**src/rtl/rtc_tod_pkg.sv**
```systemverilog
package rtc_tod_pkg;

   localparam int unsigned BUS_AW = 6;
   localparam int unsigned BUS_DW = 16;

   localparam logic [BUS_AW-1:0] OFS_TIME_HM  = 6'h00;
   localparam logic [BUS_AW-1:0] OFS_TIME_SEC = 6'h04;
   localparam logic [BUS_AW-1:0] OFS_ALM_HM   = 6'h08;
   localparam logic [BUS_AW-1:0] OFS_ALM_SEC  = 6'h0C;
   localparam logic [BUS_AW-1:0] OFS_CTRL     = 6'h10;
   localparam logic [BUS_AW-1:0] OFS_STAT     = 6'h14;
   localparam logic [BUS_AW-1:0] OFS_IEN      = 6'h18;
   localparam logic [BUS_AW-1:0] OFS_TIME_DAY = 6'h20;
   localparam logic [BUS_AW-1:0] OFS_ALM_DAY  = 6'h24;

   localparam int unsigned CTRL_RUN_BIT = 7;
   localparam int unsigned ST_ALARM_BIT = 2;
   localparam int unsigned ST_SEC_BIT   = 4;
   localparam int unsigned ST_PER_BIT   = 7;
   localparam logic [BUS_DW-1:0] ST_MASK =
      (16'd1 << ST_ALARM_BIT) | (16'd1 << ST_SEC_BIT) | (16'd1 << ST_PER_BIT);

   typedef struct packed {
      logic [4:0] hr;
      logic [5:0] mn;
      logic [5:0] sc;
   } hms_t;

endpackage

```
**src/rtl/rtc_tod_count.sv**
```systemverilog
module rtc_tod_count
   import rtc_tod_pkg::*;
#(
   parameter int unsigned TICKS_PER_SEC = 128,
   parameter int unsigned DAY_W         = 16
) (
   input  logic             clk,
   input  logic             rst_n,
   input  logic             run_i,
   input  logic             sub_tick_i,
   input  logic             wr_hm_i,
   input  logic             wr_sec_i,
   input  logic             wr_day_i,
   input  logic [4:0]       hr_i,
   input  logic [5:0]       mn_i,
   input  logic [5:0]       sc_i,
   input  logic [DAY_W-1:0] day_i,
   output hms_t             hms_o,
   output logic [DAY_W-1:0] day_o,
   output logic             sec_evt_o
);

   localparam int unsigned PH_W = (TICKS_PER_SEC > 1) ? $clog2(TICKS_PER_SEC) : 1;
   localparam logic [DAY_W-1:0] DAY_ONE = 1;

   hms_t             hms_q, hms_nxt;
   logic [DAY_W-1:0] day_q, day_nxt;
   logic             any_wr, step, adv, sec_evt_q;

   assign any_wr = wr_hm_i | wr_sec_i | wr_day_i;
   assign step   = run_i & sub_tick_i & ~any_wr;

   generate
      if (TICKS_PER_SEC == 1) begin : g_nophase
         assign adv = step;
      end else begin : g_phase
         localparam logic [PH_W-1:0] PH_LAST = PH_W'(TICKS_PER_SEC - 1);
         logic [PH_W-1:0] ph_q;
         always_ff @(posedge clk) begin
            if (!rst_n)                ph_q <= '0;
            else if (wr_sec_i)         ph_q <= '0;
            else if (step)             ph_q <= (ph_q == PH_LAST) ? '0 : ph_q + 1'b1;
         end
         assign adv = step && (ph_q == PH_LAST);
      end
   endgenerate

   always_comb begin
      hms_nxt = hms_q;
      day_nxt = day_q;
      if (hms_q.sc >= 6'd59) begin
         hms_nxt.sc = '0;
         if (hms_q.mn >= 6'd59) begin
            hms_nxt.mn = '0;
            if (hms_q.hr >= 5'd23) begin
               hms_nxt.hr = '0;
               day_nxt    = day_q + DAY_ONE;
            end else begin
               hms_nxt.hr = hms_q.hr + 5'd1;
            end
         end else begin
            hms_nxt.mn = hms_q.mn + 6'd1;
         end
      end else begin
         hms_nxt.sc = hms_q.sc + 6'd1;
      end
   end

   always_ff @(posedge clk) begin
      if (!rst_n) begin
         hms_q     <= '0;
         day_q     <= '0;
         sec_evt_q <= 1'b0;
      end else begin
         sec_evt_q <= adv;
         if (any_wr) begin
            if (wr_hm_i) begin
               hms_q.hr <= hr_i;
               hms_q.mn <= mn_i;
            end
            if (wr_sec_i) hms_q.sc <= sc_i;
            if (wr_day_i) day_q    <= day_i;
         end else if (adv) begin
            hms_q <= hms_nxt;
            day_q <= day_nxt;
         end
      end
   end

   assign hms_o     = hms_q;
   assign day_o     = day_q;
   assign sec_evt_o = sec_evt_q;

   // each second event moves the seconds field by exactly one (or wraps)
   p_sec_step_r3: assert property (@(posedge clk) disable iff (!rst_n)
      sec_evt_q |-> ((hms_q.sc == $past(hms_q.sc) + 6'd1) || (hms_q.sc == 6'd0)));

   // a stopped counter with no write keeps its time
   p_hold_stopped_r3: assert property (@(posedge clk) disable iff (!rst_n)
      (!run_i && !any_wr) |=> ($stable(hms_q) && $stable(day_q)));

endmodule

```
**src/rtl/rtc_tod_alarm.sv**
```systemverilog
module rtc_tod_alarm
   import rtc_tod_pkg::*;
#(
   parameter int unsigned DAY_W = 16
) (
   input  logic             clk,
   input  logic             rst_n,
   input  logic             wr_ahm_i,
   input  logic             wr_asec_i,
   input  logic             wr_aday_i,
   input  logic [4:0]       hr_i,
   input  logic [5:0]       mn_i,
   input  logic [5:0]       sc_i,
   input  logic [DAY_W-1:0] day_i,
   input  hms_t             now_hms_i,
   input  logic [DAY_W-1:0] now_day_i,
   input  logic             sec_evt_i,
   output hms_t             ahms_o,
   output logic [DAY_W-1:0] aday_o,
   output logic             hit_o
);

   hms_t             ahms_q;
   logic [DAY_W-1:0] aday_q;

   always_ff @(posedge clk) begin
      if (!rst_n) begin
         ahms_q <= '0;
         aday_q <= '0;
      end else begin
         if (wr_ahm_i) begin
            ahms_q.hr <= hr_i;
            ahms_q.mn <= mn_i;
         end
         if (wr_asec_i) ahms_q.sc <= sc_i;
         if (wr_aday_i) aday_q    <= day_i;
      end
   end

   // Compare only at the cycle following a second boundary
   assign hit_o  = sec_evt_i && (now_hms_i == ahms_q) && (now_day_i == aday_q);
   assign ahms_o = ahms_q;
   assign aday_o = aday_q;

endmodule

```
**src/rtl/rtc_tod_irq.sv**
```systemverilog
module rtc_tod_irq
   import rtc_tod_pkg::*;
(
   input  logic              clk,
   input  logic              rst_n,
   input  logic              alarm_hit_i,
   input  logic              sec_evt_i,
   input  logic              per_tick_i,
   input  logic              wr_stat_i,
   input  logic              wr_ien_i,
   input  logic [BUS_DW-1:0] wdata_i,
   output logic [BUS_DW-1:0] status_o,
   output logic [BUS_DW-1:0] enable_o,
   output logic              irq_o
);

   logic [BUS_DW-1:0] status_q, enable_q, set_v, clr_v;

   always_comb begin
      set_v               = '0;
      set_v[ST_ALARM_BIT] = alarm_hit_i;
      set_v[ST_SEC_BIT]   = sec_evt_i;
      set_v[ST_PER_BIT]   = per_tick_i;
      clr_v               = wr_stat_i ? (wdata_i & ST_MASK) : '0;
   end

   always_ff @(posedge clk) begin
      if (!rst_n) begin
         status_q <= '0;
         enable_q <= '0;
      end else begin
         status_q <= ((status_q & ~clr_v) | set_v) & ST_MASK;
         if (wr_ien_i) enable_q <= wdata_i & ST_MASK;
      end
   end

   assign status_o = status_q;
   assign enable_o = enable_q;
   assign irq_o    = |(status_q & enable_q);

   // an alarm match always leaves the alarm flag pending
   p_alarm_set_r7: assert property (@(posedge clk) disable iff (!rst_n)
      alarm_hit_i |=> status_q[ST_ALARM_BIT]);

   // a write of one clears the second flag unless a new event arrives
   p_w1c_r9: assert property (@(posedge clk) disable iff (!rst_n)
      (wr_stat_i && wdata_i[ST_SEC_BIT] && !sec_evt_i) |=> !status_q[ST_SEC_BIT]);

   // nothing enabled, no request
   p_irq_quiet_r10: assert property (@(posedge clk) disable iff (!rst_n)
      (enable_q == '0) |-> !irq_o);

endmodule

```
**src/rtl/rtc_tod_regs.sv**
```systemverilog
module rtc_tod_regs
   import rtc_tod_pkg::*;
#(
   parameter int unsigned TICKS_PER_SEC = 128,
   parameter int unsigned DAY_W         = 16
) (
   input  logic        clk,
   input  logic        rst_n,
   input  logic        sub_tick,
   input  logic        periodic_tick,
   input  logic        bus_sel,
   input  logic        bus_wr,
   input  logic [5:0]  bus_addr,
   input  logic [15:0] bus_wdata,
   output logic [15:0] bus_rdata,
   output logic        irq
);

   generate
      if (DAY_W < 1 || DAY_W > BUS_DW) begin : g_bad_day_w
         $error("DAY_W must lie in 1..16");
      end
      if (TICKS_PER_SEC < 1) begin : g_bad_tps
         $error("TICKS_PER_SEC must be at least 1");
      end
   endgenerate

   logic             wr;
   logic             wr_hm, wr_sec, wr_day, wr_ahm, wr_asec, wr_aday;
   logic             wr_ctrl, wr_stat, wr_ien;
   logic             run_q, sec_evt, hit;
   hms_t             hms, ahms;
   logic [DAY_W-1:0] day, aday;
   logic [15:0]      status, enable;

   assign wr      = bus_sel & bus_wr;
   assign wr_hm   = wr && (bus_addr == OFS_TIME_HM);
   assign wr_sec  = wr && (bus_addr == OFS_TIME_SEC);
   assign wr_day  = wr && (bus_addr == OFS_TIME_DAY);
   assign wr_ahm  = wr && (bus_addr == OFS_ALM_HM);
   assign wr_asec = wr && (bus_addr == OFS_ALM_SEC);
   assign wr_aday = wr && (bus_addr == OFS_ALM_DAY);
   assign wr_ctrl = wr && (bus_addr == OFS_CTRL);
   assign wr_stat = wr && (bus_addr == OFS_STAT);
   assign wr_ien  = wr && (bus_addr == OFS_IEN);

   always_ff @(posedge clk) begin
      if (!rst_n)       run_q <= 1'b0;
      else if (wr_ctrl) run_q <= bus_wdata[CTRL_RUN_BIT];
   end

   rtc_tod_count #(.TICKS_PER_SEC(TICKS_PER_SEC), .DAY_W(DAY_W)) u_count (
      .clk        (clk),
      .rst_n      (rst_n),
      .run_i      (run_q),
      .sub_tick_i (sub_tick),
      .wr_hm_i    (wr_hm),
      .wr_sec_i   (wr_sec),
      .wr_day_i   (wr_day),
      .hr_i       (bus_wdata[12:8]),
      .mn_i       (bus_wdata[5:0]),
      .sc_i       (bus_wdata[5:0]),
      .day_i      (bus_wdata[DAY_W-1:0]),
      .hms_o      (hms),
      .day_o      (day),
      .sec_evt_o  (sec_evt)
   );

   rtc_tod_alarm #(.DAY_W(DAY_W)) u_alarm (
      .clk        (clk),
      .rst_n      (rst_n),
      .wr_ahm_i   (wr_ahm),
      .wr_asec_i  (wr_asec),
      .wr_aday_i  (wr_aday),
      .hr_i       (bus_wdata[12:8]),
      .mn_i       (bus_wdata[5:0]),
      .sc_i       (bus_wdata[5:0]),
      .day_i      (bus_wdata[DAY_W-1:0]),
      .now_hms_i  (hms),
      .now_day_i  (day),
      .sec_evt_i  (sec_evt),
      .ahms_o     (ahms),
      .aday_o     (aday),
      .hit_o      (hit)
   );

   rtc_tod_irq u_irq (
      .clk         (clk),
      .rst_n       (rst_n),
      .alarm_hit_i (hit),
      .sec_evt_i   (sec_evt),
      .per_tick_i  (periodic_tick),
      .wr_stat_i   (wr_stat),
      .wr_ien_i    (wr_ien),
      .wdata_i     (bus_wdata),
      .status_o    (status),
      .enable_o    (enable),
      .irq_o       (irq)
   );

   always_comb begin
      bus_rdata = '0;
      if (bus_sel) begin
         case (bus_addr)
            OFS_TIME_HM:  bus_rdata = {3'b0, hms.hr, 2'b0, hms.mn};
            OFS_TIME_SEC: bus_rdata = {10'b0, hms.sc};
            OFS_TIME_DAY: bus_rdata[DAY_W-1:0] = day;
            OFS_ALM_HM:   bus_rdata = {3'b0, ahms.hr, 2'b0, ahms.mn};
            OFS_ALM_SEC:  bus_rdata = {10'b0, ahms.sc};
            OFS_ALM_DAY:  bus_rdata[DAY_W-1:0] = aday;
            OFS_CTRL:     bus_rdata[CTRL_RUN_BIT] = run_q;
            OFS_STAT:     bus_rdata = status;
            OFS_IEN:      bus_rdata = enable;
            default:      bus_rdata = '0;
         endcase
      end
   end

   // a deselected port returns zero
   p_idle_zero_r11: assert property (@(posedge clk) disable iff (!rst_n)
      !bus_sel |-> (bus_rdata == 16'h0000));

endmodule

```
**config.mk**
```make
export PLATFORM = sky130hd
export DESIGN_NAME = rtc_tod_regs
export DESIGN_NICKNAME = d
export VERILOG_FILES = /design/src/rtl/rtc_tod_pkg.sv /design/src/rtl/rtc_tod_count.sv /design/src/rtl/rtc_tod_alarm.sv /design/src/rtl/rtc_tod_irq.sv /design/src/rtl/rtc_tod_regs.sv
export SDC_FILE = /design/constraint.sdc
export NUM_CORES = 1
export LEC_CHECK = 0
export ABC_AREA = 0
export CAP_MARGIN = 20
export CORE_ASPECT_RATIO = 0.8
export CORE_MARGIN = 10
export CORE_UTILIZATION = 32
export DETAILED_ROUTE_END_ITERATION = 12
export DONT_BUFFER_PORTS = 1
export GPL_ROUTABILITY_DRIVEN = 1
export PLACE_DENSITY = 0.46
export SLEW_MARGIN = 20
export SYNTH_ARGS = -nofsm -noshare
export SYNTH_HDL_FRONTEND = slang
export SYNTH_SLANG_ARGS = --single-unit
```
**constraint.sdc**
```tcl
create_clock -name clk -period 6.7 [get_ports clk]
set_input_delay 1.005 -clock clk [delete_from_list [all_inputs] [get_ports clk]]
set_output_delay 1.005 -clock clk [all_outputs]
set_load 0.01 [all_outputs]
```
==> results.cfg, run 1 <==
[status]
status = finished, final reports clean

[worst_setup_path]
critPathBufInv = 0
critPathKind = input pin to output port
reg2reg_slack_ns = 3.57
arrival_ns = 3.10
startpoint_type = input pin
crit_path_end_kind = output port
cp.required_ns = 5.69
max_stage_delay_ns = 0.82
crit_slowest_cell = nor3b_4
crit_path_cell_trace = or4_1 > nor3b_4 > a222oi_1 > a21oi_1
crit_family = simple AND/OR/NAND/NOR gates
cp_max_fo = 16

[timing]
finalHoldViolCount = 0
slew_headroom = 0.2389
finalCriticalPeriod_ns = 4.106
maxSlewViolCount = 0
fin_tns_setup_ns = 0
fin_skew_ns = 0.01007
finalSetupViolCount = 0
worst_pin_slew_ns = 1.132
setup_ws_ns = 2.594
rsz0062_at_grt = no
hold_ws_ns = 0.4770
timing.final.crit_share = 0.6128
fmax_mhz = 243.6

[place]
port_buffers = 0
routabilityCongestion = 0.8906
dpl.hpwl_um = 12670
place_area_um2 = 4995
dp_slack_ns = 1.861

[cts]
numCtsBuffers = 9
post_cts.repair.setup_buffers = 0
cts_root_buf = clkbuf_16
post_cts_resized = 0
cts.sinks = 81
htreeDepth = 3
clkLatencyLatePin_ns = 0.36
cts_hold_buffers = 0
path_clk_slew_ns = 0.06
cts_buffer_depth = 2
cts_tree = yes

[floorplanning]
start_util = 0.3266
ioPinCount = 45
rows = 40
die_area_um2 = 20760
die_w_um = 158.6
core_um2 = 15060
die-height_um = 130.9

[route]
firstDrtPassIters = 5
final_antenna_net_count = 0
drtIter0Drc = 512
post-route-drc-count = 0
routedWlPerCell_um = 22.62
viasPerCell = 6.051
routed_wl_um = 18050
vias = 4829

[synthesis]
syn-mean-instance-area_um2 = 7.872
ys_ff_latch = 81
synthCells = 625
synth_simple_gate_area_frac = 0.2172
synth_compound_area_frac = 0.2917
synth_cell_types = 62
yosys.area_share.adder = 0.01272
synth_nets = 658
yosysWarnings = 0
synthMuxAreaShare = 0.03077
synthArstFlopShare = 0
ys_seq_area_frac = 0.3296
syn_area_um2 = 4920
synth_top_family_by_area = compound AO/OA/AOI/OAI gates
synth_xor_area_frac = 0.06587
synth_edf_count = 0
synth-main-ff-cell = dfxtp_1

[finish]
drive_above_1_share = 0.06122
final_common_cell = dfxtp_1
fillCellCount = 1613
nets = 616
final_cell_mix = dfxtp_1, a21oi_1, nand2_1
antenna_cells = 0
area_growth_pct = 7.375
final_cell_area_um2 = 5283

[global_routing]
grt_pass1_vias = 4452
track_usage = 0.1725
antenna_found_initial = 0
grt_max_degree = 58
grt_overflow = 0
grt_first_pass_wirelength_um = 27260

[run]
cap_violations = 0

[pwr]
ir_drop_mv = 0.1341
leakage_nw = 1.701
powerDensity_nw_per_um2 = 188.7

[hold_path]
hold_path.class = flip-flop to flip-flop
[worst paths after layout]
kind,from,end,depth (start not counted)
worst max register to register,u_count.hms_o[1]$_SDFFE_PN0P_,u_count.day_o[11]$_SDFFE_PN0P_,6
worst min-delay path,u_alarm.ahms_o[1]$_SDFFE_PN0P_,u_alarm.ahms_o[1]$_SDFFE_PN0P_,2
worst min register to register,u_alarm.ahms_o[1]$_SDFFE_PN0P_,u_alarm.ahms_o[1]$_SDFFE_PN0P_,2
worst max-delay path,bus_addr[1],bus_rdata[1],4
[cell families (layout without fill, tap and decap cells)]
| group | after synthesis | in the layout |
|---|---|---|
| and+or+nand+nor | 220 | 220 |
| AOI/OAI and AO/OA | 201 | 201 |
| muxes | 15 | 15 |
| xor gates and xnor gates | 37 | 37 |
| adders and majority gates | 5 | 5 |
| buffers and inverters | 66 | 29 |
| DFF | 81 | 81 |
[sequential cells by signal, indices dropped and copies added, names as in the netlist]
name                  cells
u_count.hms_o            17
u_count.sec_evt_o         1
u_count.g_phase.ph_q      7
run_q                     1
u_alarm.ahms_o           17
u_irq.status_o            3
u_irq.enable_o            3
u_alarm.aday_o           16
u_count.day_o            16
[cell usage after synthesis (9+ instances only)]
| master | n | area share |
|---|---|---|
| nand3_1 | 41 | 0.042 |
| nor3_1 | 11 | 0.011 |
| nor2_1 | 54 | 0.041 |
| nand2_1 | 57 | 0.043 |
| a21oi_1 | 60 | 0.061 |
| xnor2_1 | 21 | 0.037 |
| mux2i_1 | 14 | 0.028 |
| a222oi_1 | 13 | 0.026 |
| clkbuf_1 | 44 | 0.034 |
| a31oi_1 | 11 | 0.014 |
| dfxtp_1 | 81 | 0.33 |
| xor2_1 | 16 | 0.028 |
| nand4_1 | 14 | 0.018 |
| o21ai_0 | 17 | 0.017 |
| inv_1 | 9 | 0.0069 |
| a22oi_1 | 23 | 0.035 |
| o31ai_1 | 11 | 0.017 |
| and3_1 | 9 | 0.011 |
[report_power, final]
part	leakage (nW)	internal (mW)	switching, mW
Sequential	0.652	0.482	0.000924
Combinational	0.916	0.00784	0.0237
Clock	0.133	0.272	0.210
Total	1.70	0.762	0.235
[final cells by class]
type	instances	area, um2	share of cell area
Clock buffer	14	264.0	0.04998
Clock inverter	2	12.51	0.002369
Inverter	9	33.78	0.006395
Multi-Input combinational cell	478	3058	0.5789
Sequential cell	81	1622	0.3070
Tap cell	210	262.8	0.04974
Timing Repair Buffer	4	30.03	0.005685
[metrics by stage]
step,cells,power [mW],utilization
2_1_floorplan,625,0.5218,-
3_3_place_gp,782,0.5252,0.3316
3_5_place_dp,782,0.5253,0.3316
4_1_cts,798,1.005,0.3499
5_1_grt,798,1.025,0.3507
6_report,798,0.9967,0.3507
[worst min-delay path: stages, from the launching register on]
cell     delay, ns
dfxtp_1       0.32
nand2_1       0.06
a21oi_1       0.05
[metal layers]
layer	vias up	part of all wire	track usage
li1	2260	-	-
met1	2376	0.47	0.2410
met2	172	0.44	0.2549
met3	21	0.075	0.04900
met4	0	0.015	0.04187
met5	-	0	0
Power figures use the tool's default switching activity.
==> run 2: changes to the inputs <==
Settings changed: ABC_AREA 0 to 1, PLACE_DENSITY 0.46 to 0.47.
Clock period 6.7 ns to 3.6 ns, I/O delays scaled along.
==> results.cfg, run 2 <==
[timing]
timing.final.crit_share = 0.7920
maxSlewViolCount = 0
fin_tns_setup_ns = 0
rsz0062_at_grt = no
slew_headroom = 0.5145
finalSetupViolCount = 0
finalHoldViolCount = 0
fin_skew_ns = 0.009342
finalCriticalPeriod_ns = 2.851
worst_pin_slew_ns = 0.7266
fmax_mhz = 350.7

[cts]
path_clk_slew_ns = 0.06
clkLatencyLatePin_ns = 0.36
cts_buffer_depth = 2
post_cts_resized = 0
cts.sinks = 81
cts_hold_buffers = 0
cts_root_buf = clkbuf_16
htreeDepth = 3
numCtsBuffers = 9
post_cts.repair.setup_buffers = 0
cts_tree = yes

[hold_path]
hold_start = periodic_tick
worstHoldEndpoint = u_irq.status_o[7]$_SDFF_PN0_
hold_path.class = input pin to flip-flop
hold_depth = 2

[floorplanning]
die_area_um2 = 21600
die-height_um = 133.5
die_w_um = 161.8
rows = 41
core_um2 = 15800
ioPinCount = 45
start_util = 0.3259

[worst_setup_path]
startpoint_type = input pin
worstRegToRegCells = 8
cp.required_ns = 3.06
cp_max_fo = 14
timing.rr.start = u_count.g_phase.ph_q[0]$_SDFFE_PP0P_
critPathKind = input pin to output port
crit_path_end_kind = output port
reg2reg_slack_ns = 0.98
r2r-end = u_count.day_o[6]$_SDFFE_PN0P_
arrival_ns = 2.31
crit_start = bus_addr[2]

[global_routing]
grt_max_degree = 71
antenna_found_initial = 0
grt_first_pass_wirelength_um = 27830
track_usage = 0.1647
grt_pass1_vias = 4751
grt_overflow = 0

[synthesis]
synth.most_common_cell = nand2_1
synth_top_family_by_area = simple AND/OR/NAND/NOR gates
synth_xor_area_frac = 0.05102
synth-main-ff-cell = dfxtp_1
yosysTopAreaCell = dfxtp_1
yosys-top-cells-count = nand2_1, nor2_1, inv_1, dfxtp_1, o21ai_0
synthArstFlopShare = 0
yosysWarnings = 0
synth_compound_area_frac = 0.1744
syn-mean-instance-area_um2 = 6.421
synth_simple_gate_area_frac = 0.3567
synth_cell_types = 45
synth.top_cells.by_area = dfxtp_1, nand2_1, nor2_1
synth_nets = 835
ys_ff_latch = 81
synth_top_area_share = 0.3149
synth_edf_count = 0
synthMuxAreaShare = 0
syn_area_um2 = 5150
yosys.area_share.adder = 0.01215
synthCells = 802
ys_seq_area_frac = 0.3149

[route]
drtIter0Drc = 598
viasPerCell = 5.175
routed_wl_um = 17780
routedWlPerCell_um = 17.62
firstDrtPassIters = 7
post-route-drc-count = 0
vias = 5222
final_antenna_net_count = 0

[finish]
final_common_cell = nand2_1
antenna_cells = 0
fin_cells = 1009
nets = 822
drive_above_1_share = 0.06549
area_growth_pct = 9.378
final_cell_mix = nand2_1, nor2_1, inv_1
fillCellCount = 1749

[pwr]
powerDensity_nw_per_um2 = 355.1
ir_drop_mv = 0.1970
leakage_nw = 2.430

[place]
dpl.hpwl_um = 13130
post-place-cells = 993
port_buffers = 0
routabilityCongestion = 0.9159

[status]
status = finished, final reports clean

[run]
cap_violations = 0
-- run 2: cell count changes after synthesis, moves of 10 or more --
cell / before / now
o22ai_1: 1 / 20
a222oi_1: 13 / 0
mux2i_1: 14 / 0
clkbuf_1: 44 / 12
inv_1: 9 / 83
a21oi_1: 60 / 43
o31ai_1: 11 / 1
xnor2_1: 21 / 5
a22oi_1: 23 / 8
nand2_1: 57 / 166
o21ai_0: 17 / 71
nor2_1: 54 / 149
-- run 2: layout make-up --
| cell class | count | area [um2] | area share |
|---|---|---|---|
| timing repair buffer | 3 | 22.52 | 0.003998 |
| inverter | 88 | 332.8 | 0.05908 |
| clock buffer | 9 | 225.2 | 0.03998 |
| sequential | 81 | 1622 | 0.2879 |
| multi-input combinational | 606 | 3060 | 0.5433 |
| clock inverter | 7 | 101.3 | 0.01799 |
| tap | 215 | 269.0 | 0.04776 |
-- run 2: power breakdown --
part           total, mW  internal [mW]  switching (mW)
logic             0.0573         0.0159          0.0414
registers          0.901          0.898         0.00264
clock network       1.04          0.614           0.427
-- run 2: critical path, cell delays in order --
cell and delay (ns):
inv_1 0.05, nor3_2 0.39, nand2_1 0.21, inv_1 0.53, nand2_1 0.20, a31oi_1 0.38
-- run 2: worst max-delay path by stage --
| stage | endpoint | depth (start not counted) |
|---|---|---|
| after floorplan | bus_rdata[2] | 8 |
| after CTS | bus_rdata[7] | 6 |
| after detailed placement | bus_rdata[3] | 6 |
| final | bus_rdata[7] | 6 |
| after global placement | bus_rdata[7] | 6 |
| after global routing | bus_rdata[7] | 7 |
-- run 2: cells by family after synthesis --
| group | count (synthesis) |
|---|---|
| XOR/XNOR | 30 |
| buffers and inverters | 115 |
| AND/OR/NAND/NOR | 413 |
| adder cells (fa/ha/maj) | 5 |
| flip-flops | 81 |
| AO/OA/AOI/OAI | 158 |
-- run 2: through the flow --
step                instance area, um2  hold WS, ns    util  setup WS (ns)  total power, mW
finish                            5633       0.3163  0.3565         0.7487            2.000
global placement                  5306       0.4402  0.3358         0.7802           0.9781
floorplan                         5150       0.4279       -          1.449           0.9711
CTS                               5633       0.3012  0.3565         0.8080            2.022
global route                      5633       0.3119  0.3565         0.6029            2.070
detailed placement                5306       0.4505  0.3358         0.8110           0.9780
-- run 2: metal layers --
layer  up-vias  part of all wire  GRT usage
met5         -                 0          0
met4         0             0.016    0.04541
met3        17             0.090    0.04772
met2       198              0.40     0.2238
met1      2415              0.49     0.2424
li1       2592                 -          -
==> run 3: changes to the inputs <==
Clock period 3.6 ns to 2.55 ns, I/O delays scaled along.
==> results.cfg, run 3 (synthesis results as in run 2) <==
[floorplanning]
die-height_um = 133.5
start_util = 0.3259
die_area_um2 = 21600
core_um2 = 15800
die_w_um = 161.8
rows = 41
ioPinCount = 45

[route]
drtIter0Drc = 491
routed_wl_um = 18070
routedWlPerCell_um = 17.70
final_antenna_net_count = 0
viasPerCell = 5.205
post-route-drc-count = 0
vias = 5314
firstDrtPassIters = 5

[finish]
final_cell_mix = nand2_1, nor2_1, inv_1
antenna_cells = 0
final_common_cell = nand2_1
nets = 834
area_growth_pct = 10.40
drive_above_1_share = 0.07692
final_cell_area_um2 = 5685

[place]
place_area_um2 = 5396
dpl.hpwl_um = 13740
port_buffers = 0
routabilityCongestion = 0.8776

[cts]
cts_tree = yes
cts_buffer_depth = 2
cts_hold_buffers = 0
path_clk_slew_ns = 0.07
clkLatencyLatePin_ns = 0.35
post_cts_resized = 0
htreeDepth = 3
cts.sinks = 81
cts_root_buf = clkbuf_16
numCtsBuffers = 9
post_cts.repair.setup_buffers = 0

[pwr]
pwr-share-seq = 0.474
p_comb_frac = 0.031
switching_share = 0.2353
ir_drop_mv = 0.2600
p_int_mw = 2.053
p_clk_frac = 0.495
p_sw_uw = 631.5
finalPower_mw = 2.684
powerDensity_nw_per_um2 = 472.1
leakage_nw = 2.476

[timing]
finalHoldViolCount = 0
fmax_mhz = 445.4
slew_headroom = 0.4505
rsz0062_at_grt = no
finalSetupViolCount = 0
finalCriticalPeriod_ns = 2.245
hold_ws_ns = 0.1613
maxSlewViolCount = 0
fin_tns_setup_ns = 0
fin_skew_ns = 0.007900
timing.final.crit_share = 0.8804
worst_pin_slew_ns = 0.8233

[worst_setup_path]
cp_max_fo = 8
worstRegToRegCells = 9
crit_slowest_cell = a31oi_1
critPathKind = input pin to output port
crit_path_end_kind = output port
arrival_ns = 1.86
max_stage_delay_ns = 0.40
startpoint_type = input pin
crit_path_cell_trace = nor2_4 > nand3_1 > inv_1 > nand2_1 > inv_1 > nand2_1 > a31oi_1
cp.required_ns = 2.17

[global_routing]
grt_overflow = 0
grt_max_degree = 71
antenna_found_initial = 0
track_usage = 0.1693
grt_first_pass_wirelength_um = 28800
grt_pass1_vias = 5042

[hold_path]
hold_path.class = input pin to flip-flop
hold_depth = 2

[status]
status = finished, final reports clean

[run]
cap_violations = 0
-- run 3: cell types whose count changed in the layout (fill, tap and decap cells not counted) --
cell	before	now
bufinv_16	2	1
clkbuf_1	0	2
inv_6	2	0
buf_4	3	15
clkinvlp_4	2	1
clkinv_2	0	2
-- run 3: final cells by class --
cell class / count / area (um2)
clock buffers: 11 / 232.7
repair buffers: 15 / 112.6
multi-input cells: 606 / 3060
fillers: 1765 / 10110
well taps: 215 / 269.0
clock inverters: 5 / 56.30
inverters: 88 / 332.8
flip-flops and latches: 81 / 1622
-- run 3: worst paths after layout --
path / from / end / slack [ns]
worst max-delay path: bus_addr[1] / bus_rdata[3] / 0.30
worst min-delay path: bus_wdata[2] / u_irq.enable_o[2]$_SDFFE_PN0P_ / 0.16
worst max register to register: u_count.hms_o[12]$_SDFFE_PN0P_ / u_count.day_o[0]$_SDFFE_PN0P_ / 0.35
worst min register to register: u_count.g_phase.ph_q[6]$_SDFFE_PP0P_ / u_count.g_phase.ph_q[6]$_SDFFE_PP0P_ / 0.47
-- run 3: through the flow --
stage / instances / util / worst slack (ns)
floorplan: 802 / - / 0.7137
global placement: 1005 / 0.3415 / 0.3676
detailed placement: 1005 / 0.3415 / 0.3231
CTS: 1021 / 0.3598 / 0.2996
global route: 1021 / 0.3598 / 0.1166
finish: 1021 / 0.3598 / 0.3049
-- run 3: worst max-delay path: cells and delay by family --
| kind | cells | cell delay (ns) |
|---|---|---|
| AOI/OAI and AO/OA | 1 | 0.40 |
| buffers and inverters | 2 | 0.41 |
| and+or+nand+nor | 4 | 0.66 |
-- run 3: per-layer routing --
metal,routed length (um),up-vias,GRT usage
met5,0,-,0
met4,251,0,0.04591
met3,1300,22,0.04711
met2,7215,166,0.2350
met1,9304,2515,0.2466
li1,-,2611,-
-- run 3: power groups by stage --
stage / clock network (mW) / registers, mW / logic [mW]
after floorplan: 0 / 1.30 / 0.0710
after global placement: 0 / 1.30 / 0.0823
after detailed placement: 0 / 1.30 / 0.0831
after CTS: 1.36 / 1.27 / 0.0837
after global routing: 1.40 / 1.27 / 0.0944
final: 1.33 / 1.27 / 0.0843
